==> src/rtl/sqrt_odd_pkg.sv <==
package sqrt_odd_pkg;
  typedef enum logic [1:0] {
    ST_IDLE = 2'd0,
    ST_RUN  = 2'd1,
    ST_DONE = 2'd2
  } eng_state_e;
endpackage

==> src/rtl/sqrt_odd_ctrl.sv <==
module sqrt_odd_ctrl
  import sqrt_odd_pkg::*;
(
  input  logic       clk,
  input  logic       rst_n,
  input  logic       req,
  input  logic       fits,
  output logic       load,
  output logic       step,
  output logic       done,
  output eng_state_e state
);
  eng_state_e nxt;

  always_comb begin
    nxt = state;
    if (!req) begin
      nxt = ST_IDLE;
    end else begin
      case (state)
        ST_IDLE: nxt = ST_RUN;
        ST_RUN:  nxt = fits ? ST_RUN : ST_DONE;
        ST_DONE: nxt = ST_DONE;
        default: nxt = ST_IDLE;
      endcase
    end
  end

  always_ff @(posedge clk or negedge rst_n) begin
    if (!rst_n) state <= ST_IDLE;
    else        state <= nxt;
  end

  assign load = (state == ST_IDLE) && req;
  assign step = (state == ST_RUN) && req && fits;
  assign done = (state == ST_DONE);

  // a low request always empties the result stage on the next edge
  p_drop_clears_r7: assert property (@(posedge clk) disable iff (!rst_n)
    !req |=> (state == ST_IDLE));

  // a result only appears straight out of a run
  p_done_from_run_r3: assert property (@(posedge clk) disable iff (!rst_n)
    $rose(done) |-> ($past(state) == ST_RUN));
endmodule

==> src/rtl/sqrt_odd_datapath.sv <==
module sqrt_odd_datapath #(
  parameter int DW = 8,
  localparam int RW = DW / 2,
  localparam int OW = RW + 1
) (
  input  logic          clk,
  input  logic          rst_n,
  input  logic          load,
  input  logic          step,
  input  logic [DW-1:0] n_in,
  output logic          fits,
  output logic [RW-1:0] cnt,
  output logic [OW-1:0] odd
);
  logic [DW-1:0] rem;
  logic [DW-1:0] odd_ext;

  generate
    if (DW > OW) begin : g_pad
      assign odd_ext = {{(DW-OW){1'b0}}, odd};
    end else begin : g_nopad
      assign odd_ext = odd[DW-1:0];
    end
  endgenerate

  assign fits = (rem >= odd_ext);

  always_ff @(posedge clk or negedge rst_n) begin
    if (!rst_n) begin
      rem <= '0;
      odd <= OW'(1);
      cnt <= '0;
    end else if (load) begin
      rem <= n_in;
      odd <= OW'(1);
      cnt <= '0;
    end else if (step) begin
      rem <= rem - odd_ext;
      odd <= odd + OW'(2);
      cnt <= cnt + RW'(1);
    end
  end

  // the remainder never grows while a run proceeds
  p_rem_shrinks_r8: assert property (@(posedge clk) disable iff (!rst_n)
    (!load && $past(!load)) |-> (rem <= $past(rem)));
endmodule

==> src/rtl/sqrt_odd_engine.sv <==
module sqrt_odd_engine
  import sqrt_odd_pkg::*;
#(
  parameter int DW = 8,
  localparam int RW = DW / 2,
  localparam int OW = RW + 1
) (
  input  logic          clk,
  input  logic          rst_n,
  input  logic          req_i,
  input  logic [DW-1:0] n_i,
  output logic [RW-1:0] root_o,
  output logic          root_valid_o
);
  logic          load, step, done, fits;
  logic [RW-1:0] cnt;
  logic [OW-1:0] odd;
  eng_state_e    state;

  sqrt_odd_ctrl u_ctrl (
    .clk   (clk),
    .rst_n (rst_n),
    .req   (req_i),
    .fits  (fits),
    .load  (load),
    .step  (step),
    .done  (done),
    .state (state)
  );

  sqrt_odd_datapath #(.DW(DW)) u_dp (
    .clk   (clk),
    .rst_n (rst_n),
    .load  (load),
    .step  (step),
    .n_in  (n_i),
    .fits  (fits),
    .cnt   (cnt),
    .odd   (odd)
  );

  assign root_o       = cnt;
  assign root_valid_o = done;

  // a presented result stays put while the request is held
  p_valid_hold_r6: assert property (@(posedge clk) disable iff (!rst_n)
    (root_valid_o && req_i) |=> (root_valid_o && $stable(root_o)));

  // a finished root leaves a remainder below the next odd number
  p_exit_bound_r2: assert property (@(posedge clk) disable iff (!rst_n)
    root_valid_o |-> !fits);

  // odd number stays equal to twice the count plus one, no wrap
  p_odd_tracks_r5: assert property (@(posedge clk) disable iff (!rst_n)
    (state != ST_IDLE) |-> (odd == {cnt, 1'b1}));
endmodule

==> config.mk <==
export PLATFORM = sky130hd
export DESIGN_NAME = sqrt_odd_engine
export DESIGN_NICKNAME = d
export VERILOG_FILES = /design/src/rtl/sqrt_odd_pkg.sv /design/src/rtl/sqrt_odd_ctrl.sv /design/src/rtl/sqrt_odd_datapath.sv /design/src/rtl/sqrt_odd_engine.sv
export SDC_FILE = /design/constraint.sdc
export NUM_CORES = 1
export LEC_CHECK = 0
export BUFFER_PORTS_ARGS = -buffer_cell sky130_fd_sc_hd__buf_2
export CORE_MARGIN = 2
export CORE_UTILIZATION = 40
export CTS_CLUSTER_SIZE = 40
export DETAILED_ROUTE_END_ITERATION = 16
export PLACE_DENSITY = 0.57
export SYNTH_ARGS = -nofsm -noshare
export SYNTH_HDL_FRONTEND = slang
export SYNTH_SLANG_ARGS = --single-unit
==> constraint.sdc <==
create_clock -name clk -period 2.6 [get_ports clk]
set_input_delay 0.13 -clock clk [delete_from_list [all_inputs] [get_ports clk]]
set_output_delay 0.13 -clock clk [all_outputs]
set_load 0.02 [all_outputs]
# After elaboration in Yosys (flattened, before gate mapping)
# Cells that the tools add are included.
# totals
reg_bits	19
latchBits	0
ramBits	0
mem_bits_ro	0
out_inout_bits	5
elab_cells	24
memories	0
# classes
add_sub_neg	3
mul	0
n_div	0
magnitude_cmp	1
n_eq_ne	2
shifts	0
n_mux	9
bitwise	0
n_reduce_logical	5
# ops
cell	n
$mux 8	2
$mux 5	2
$ge 8x5->1	1
$mux 4	2
$sub 8x5->8	1
$pmux 2 s3	1
$add 5x2->5 const B	1
$add 4x1->4 const B	1
$mux 2	2
$logic_and 1x1->1	3
$eq 2x1->1 const B	1
$eq 2x2->1 const B	1
$logic_not 2->1	1
$reduce_bool 2->1	1

# Logic depth before layout (Yosys ltp)
# depth
word_depth	5
mapped_depth	9
ltp_nobuf	8

# By module
# Synthesis repeated with hierarchy kept, for this count alone.
# hier_totals
cells_unflattened	116
hier_area_um2	1102.3
# modules_own_cells
module	n_inst	cells_each	area_per_inst_um2	seq_area_each_um2
sqrt_odd_datapath	1	106	1001.0	426.7
sqrt_odd_ctrl	1	10	101.3	50.0

# Worst setup path after synthesis
# OpenSTA, ideal clock, no wires.
# synth_timing
path_kind	reg2reg
from	reg u_dp.odd[0]
to	reg u_dp.cnt[3]
setup_time_ns	0.069
arrival_time_ns	2.214
slack_ns	0.317
stages_incl_launch_ff	8
path_buffers	0
period_less_slack_ns	2.283
cell_sequence	dfstp_2 > ha_1 > fa_1 > nand2b_1 > a21oi_1 > o41ai_4 > or4_2 > nand3_1
# synth_between
elab_chain_len	3
# synth_rtl
element	line	text
start, declared	sqrt_odd_datapath.sv:13	output logic [OW-1:0] odd
start signal, assigned	sqrt_odd_datapath.sv:39	odd <= odd + OW'(2);
$ge 8x5->1	sqrt_odd_datapath.sv:26	assign fits = (rem >= odd_ext);
$logic_and 1x1->1	sqrt_odd_ctrl.sv:35	assign step = (state == ST_RUN) && req && fits;
$reduce_bool 2->1 (no source line)	--	
end signal, assigned	sqrt_odd_datapath.sv:40	cnt <= cnt + RW'(1);
end, declared	sqrt_odd_datapath.sv:12	output logic [RW-1:0] cnt,
# No other way between the ends.
# A chain may end at the register's enable or synchronous reset.

# Worst setup path in the final report
# layout_timing
from	reg u_dp.odd[4]
to	reg u_dp.rem[6]
# layout_between
elab_chain_len	3
elab_cells_between_ends	6
# layout_rtl
element	line	text
$sub 8x5->8 / $ge 8x5->1 (equally long branches)	sqrt_odd_datapath.sv:38, sqrt_odd_datapath.sv:26	
$mux 8 / $logic_and 1x1->1 (equally long branches)	sqrt_odd_datapath.sv:37, sqrt_odd_ctrl.sv:35	
$mux 8 / $reduce_bool 2->1 (equally long branches)	--	
end signal, assigned	sqrt_odd_datapath.sv:34	rem <= n_in;
end signal, assigned	sqrt_odd_datapath.sv:38	rem <= rem - odd_ext;
end, declared	sqrt_odd_datapath.sv:15	logic [DW-1:0] rem;
# Several ways; a longest one is shown, not always the timed one. The select of a mux whose other input is x is not followed.

==> results.json <==
{
  "die_height_um": 58.0,
  "drc": 0,
  "synth_top_cell_area_share_pct": 38.6,
  "h-tree-depth": 1,
  "finalSetupTns_ns": 0,
  "vdd_drop_max_mv": 0.542,
  "ant_nets": 0,
  "synth-edff-count": 0,
  "drv_slew": 0,
  "clock_path_buffers": 2,
  "syn_to_final_growth_pct": 15.2,
  "max_slew.worst_pin.slew_ns": 0.457,
  "ys.flop_type": "dfrtp_1",
  "finalCritPeriodShare_pct": 94.6,
  "cts.sinks": 19,
  "p_comb_share_pct": 49.7,
  "grt.total_usage_pct": 17.6,
  "worst_ep_arrival_time_ns": 2.67,
  "yosysMostFrequentCell": "dfrtp_1",
  "setup-violations-final": 0,
  "grt_max_degree": 20,
  "hp-class": "in -> reg",
  "yosys.area.top_type": "dfrtp_1",
  "final_core_util_pct": 48.7,
  "grt_pass1_vias": 1038,
  "synth_commonest_cells": "dfrtp_1, nand2_1, o21ai_0, a21oi_1",
  "fmax_mhz": 407,
  "grt-ovfl-total": 0,
  "rsz0062_at_grt": "no",
  "netSwitchingPower_uw": 474,
  "ys_types": 35,
  "cts_tree": "done",
  "core_area_um2": 2760,
  "syn_avg_cell_area_um2": 9.18,
  "fin_crit_ns": 2.46,
  "die_area_um2": 3360,
  "antenna_found_initial": 0,
  "slew_headroom_pct": 69.4,
  "dp_hpwl_mm": 1.85,
  "p_leak_nw": 0.626,
  "pwr-share-seq_pct": 36.5,
  "synth_area_um2": 1170,
  "num_vias": 994,
  "vias_per_cell": 5.49,
  "dpl_cell_area_um2": 1300,
  "syn_nets": 146,
  "finClkSkew_ns": 0.00369,
  "antenna_cells": 0,
  "yosysWarnings": 0,
  "p_per_area_nw_per_um2": 852,
  "gp_congestion": 0.807,
  "drive_above_1_share_pct": 24.0,
  "drtIter0Drc": 20,
  "dr.pass1.iters": 4,
  "outcome": "completed",
  "ys_seq_area_share_pct": 40.9,
  "synthCells": 127,
  "rows": 19,
  "final_area_um2": 1340,
  "grt_pass1_wl_mm": 4.52,
  "worstPathRequired_ns": 2.81,
  "worstSetupPathType": "reg -> reg",
  "numCtsBuffers": 3,
  "post_cts_buffers": 0,
  "io_buffers": 15,
  "cp_max_fo": 7,
  "wl_per_cell_um": 13.7,
  "synth_area_leaders": "dfrtp_1, ha_1, o21ai_0, nand2_1, a21oi_1",
  "io_pins": 16,
  "die_w_um": 58.0,
  "cts-root-buf": "clkbuf_4",
  "internal_power_uw": 670,
  "synth_seq_cells": 19,
  "finalWirelength_mm": 2.48,
  "cp-end-kind": "flop",
  "p_sw_share_pct": 41.4,
  "start_util_pct": 42.3,
  "finalNetCount": 170,
  "clkTransAtPathRegs_ns": 0.12,
  "clk_latency_ns": 0.31,
  "async_reset_ff_share_pct": 100,
  "cap_violations": 0,
  "pwr-share-clk_pct": 13.7,
  "start_kind": "flop",
  "finalHoldViolations": 0
}
-- through the flow --
step | power (mW) | worst slack [ns] | hold slack, ns | cells
floorplan | 0.836 | 0.317 | -0.166 | 127
global placement | 0.967 | 0.137 | 0.102 | 176
detailed placement | 0.980 | 0.125 | 0.0946 | 176
CTS | 1.15 | 0.0939 | 0.0542 | 181
global route | 1.26 | 0.0391 | 0.0555 | 181
finish | 1.14 | 0.140 | 0.0585 | 181
-- cells in the final DEF (no fill, tap or decap), drive strengths merged --
| master | n |
|---|---|
| buf | 22 |
| dfrtp | 18 |
| nand2 | 15 |
| o21ai | 15 |
| inv | 9 |
| a21oi | 9 |
| nor2 | 8 |
| ha | 7 |
| nand2b | 4 |
| nand3 | 4 |
| nor2b | 3 |
| a21o | 3 |
| o22ai | 3 |
| clkbuf | 3 |
| or3 | 3 |
| or2 | 2 |
| a2bb2oi | 2 |
| xor2 | 2 |
| mux2i | 2 |
| a211oi | 2 |
| o22a | 2 |
| nand4b | 1 |
| o41ai | 1 |
| nor4 | 1 |
| o21a | 1 |
| or4 | 1 |
| o211ai | 1 |
| xnor2 | 1 |
| nor3 | 1 |
| fa | 1 |
| clkinv | 1 |
| dlygate4sd3 | 1 |
| dfstp | 1 |
-- what timing repair did --
item	4_1_cts	5_1_grt
setup endpoints to repair	0	1
hold buffers	1	0
hold endpoints to repair	18	0
gates resized for setup	0	1
-- worst max-delay path, cell delays in order, from the launching register on --
cell and delay, ns:
dfrtp_1 0.35, inv_1 0.06, ha_1 0.21, or3_1 0.39
or3_4 0.36, o41ai_4 0.51, buf_4 0.22, a21oi_1 0.05
o22a_2 0.22
-- area by class of cell --
class | count | area [µm²]
Multi-Input combinational cell | 95 | 629
Clock buffer | 3 | 22.5
Inverter | 9 | 33.8
Timing Repair Buffer | 23 | 138
Fill cell | 280 | 1410
Clock inverter | 1 | 5.00
Sequential cell | 19 | 477
Tap cell | 31 | 38.8
-- routing by layer --
metal / track usage, % / share of wire (%) / vias to the layer above
li1: - / - / 494
met1: 22.9 / 48 / 469
met2: 27.9 / 45 / 20
met3: 2.90 / 3.1 / 11
met4: 9.63 / 3.7 / 0
met5: 0 / 0 / -
-- path summary, 6_finish.rpt --
kind	start	end	slack, ns	cells past startpoint
worst min register to register	u_dp.rem[4]$_DFFE_PN0P_	u_dp.rem[4]$_DFFE_PN0P_	0.52	2
worst max register to register	u_dp.odd[4]$_DFFE_PN0P_	u_dp.rem[6]$_DFFE_PN0P_	0.14	8
worst min-delay path	req_i	u_ctrl.state[1]$_DFF_PN0_	0.06	2
worst max-delay path	u_dp.odd[4]$_DFFE_PN0P_	u_dp.rem[6]$_DFFE_PN0P_	0.14	8
min in group asynchronous	rst_n	u_dp.rem[1]$_DFFE_PN0P_	0.28	2
max in group asynchronous	rst_n	u_dp.odd[0]$_DFFE_PN1P_	2.00	2
-- power groups by stage --
stage / combinational, mW / clock, mW / sequential [mW]
after floorplan: 0.401 / 0 / 0.435
after global placement: 0.549 / 0 / 0.418
after detailed placement: 0.556 / 0 / 0.424
after CTS: 0.566 / 0.161 / 0.418
after global routing: 0.660 / 0.173 / 0.427
final: 0.569 / 0.157 / 0.418
-- registers in the layout, indices dropped and copies added (netlist names) --
name and flops:
u_dp.odd 5, u_dp.cnt 4, u_dp.rem 8, u_ctrl.state 2
-- cells by family after synthesis --
group | count (synthesis) | synth area share (%)
adder cells (fa/ha/maj) | 8 | 9.23
multiplexers | 2 | 1.72
XOR/XNOR | 3 | 2.25
buffers and inverters | 13 | 5.47
AND/OR/NAND/NOR | 43 | 18.6
AO/OA/AOI/OAI | 39 | 21.9
flip-flops | 19 | 40.9
No activity file was read; power rests on OpenSTA's default activity.
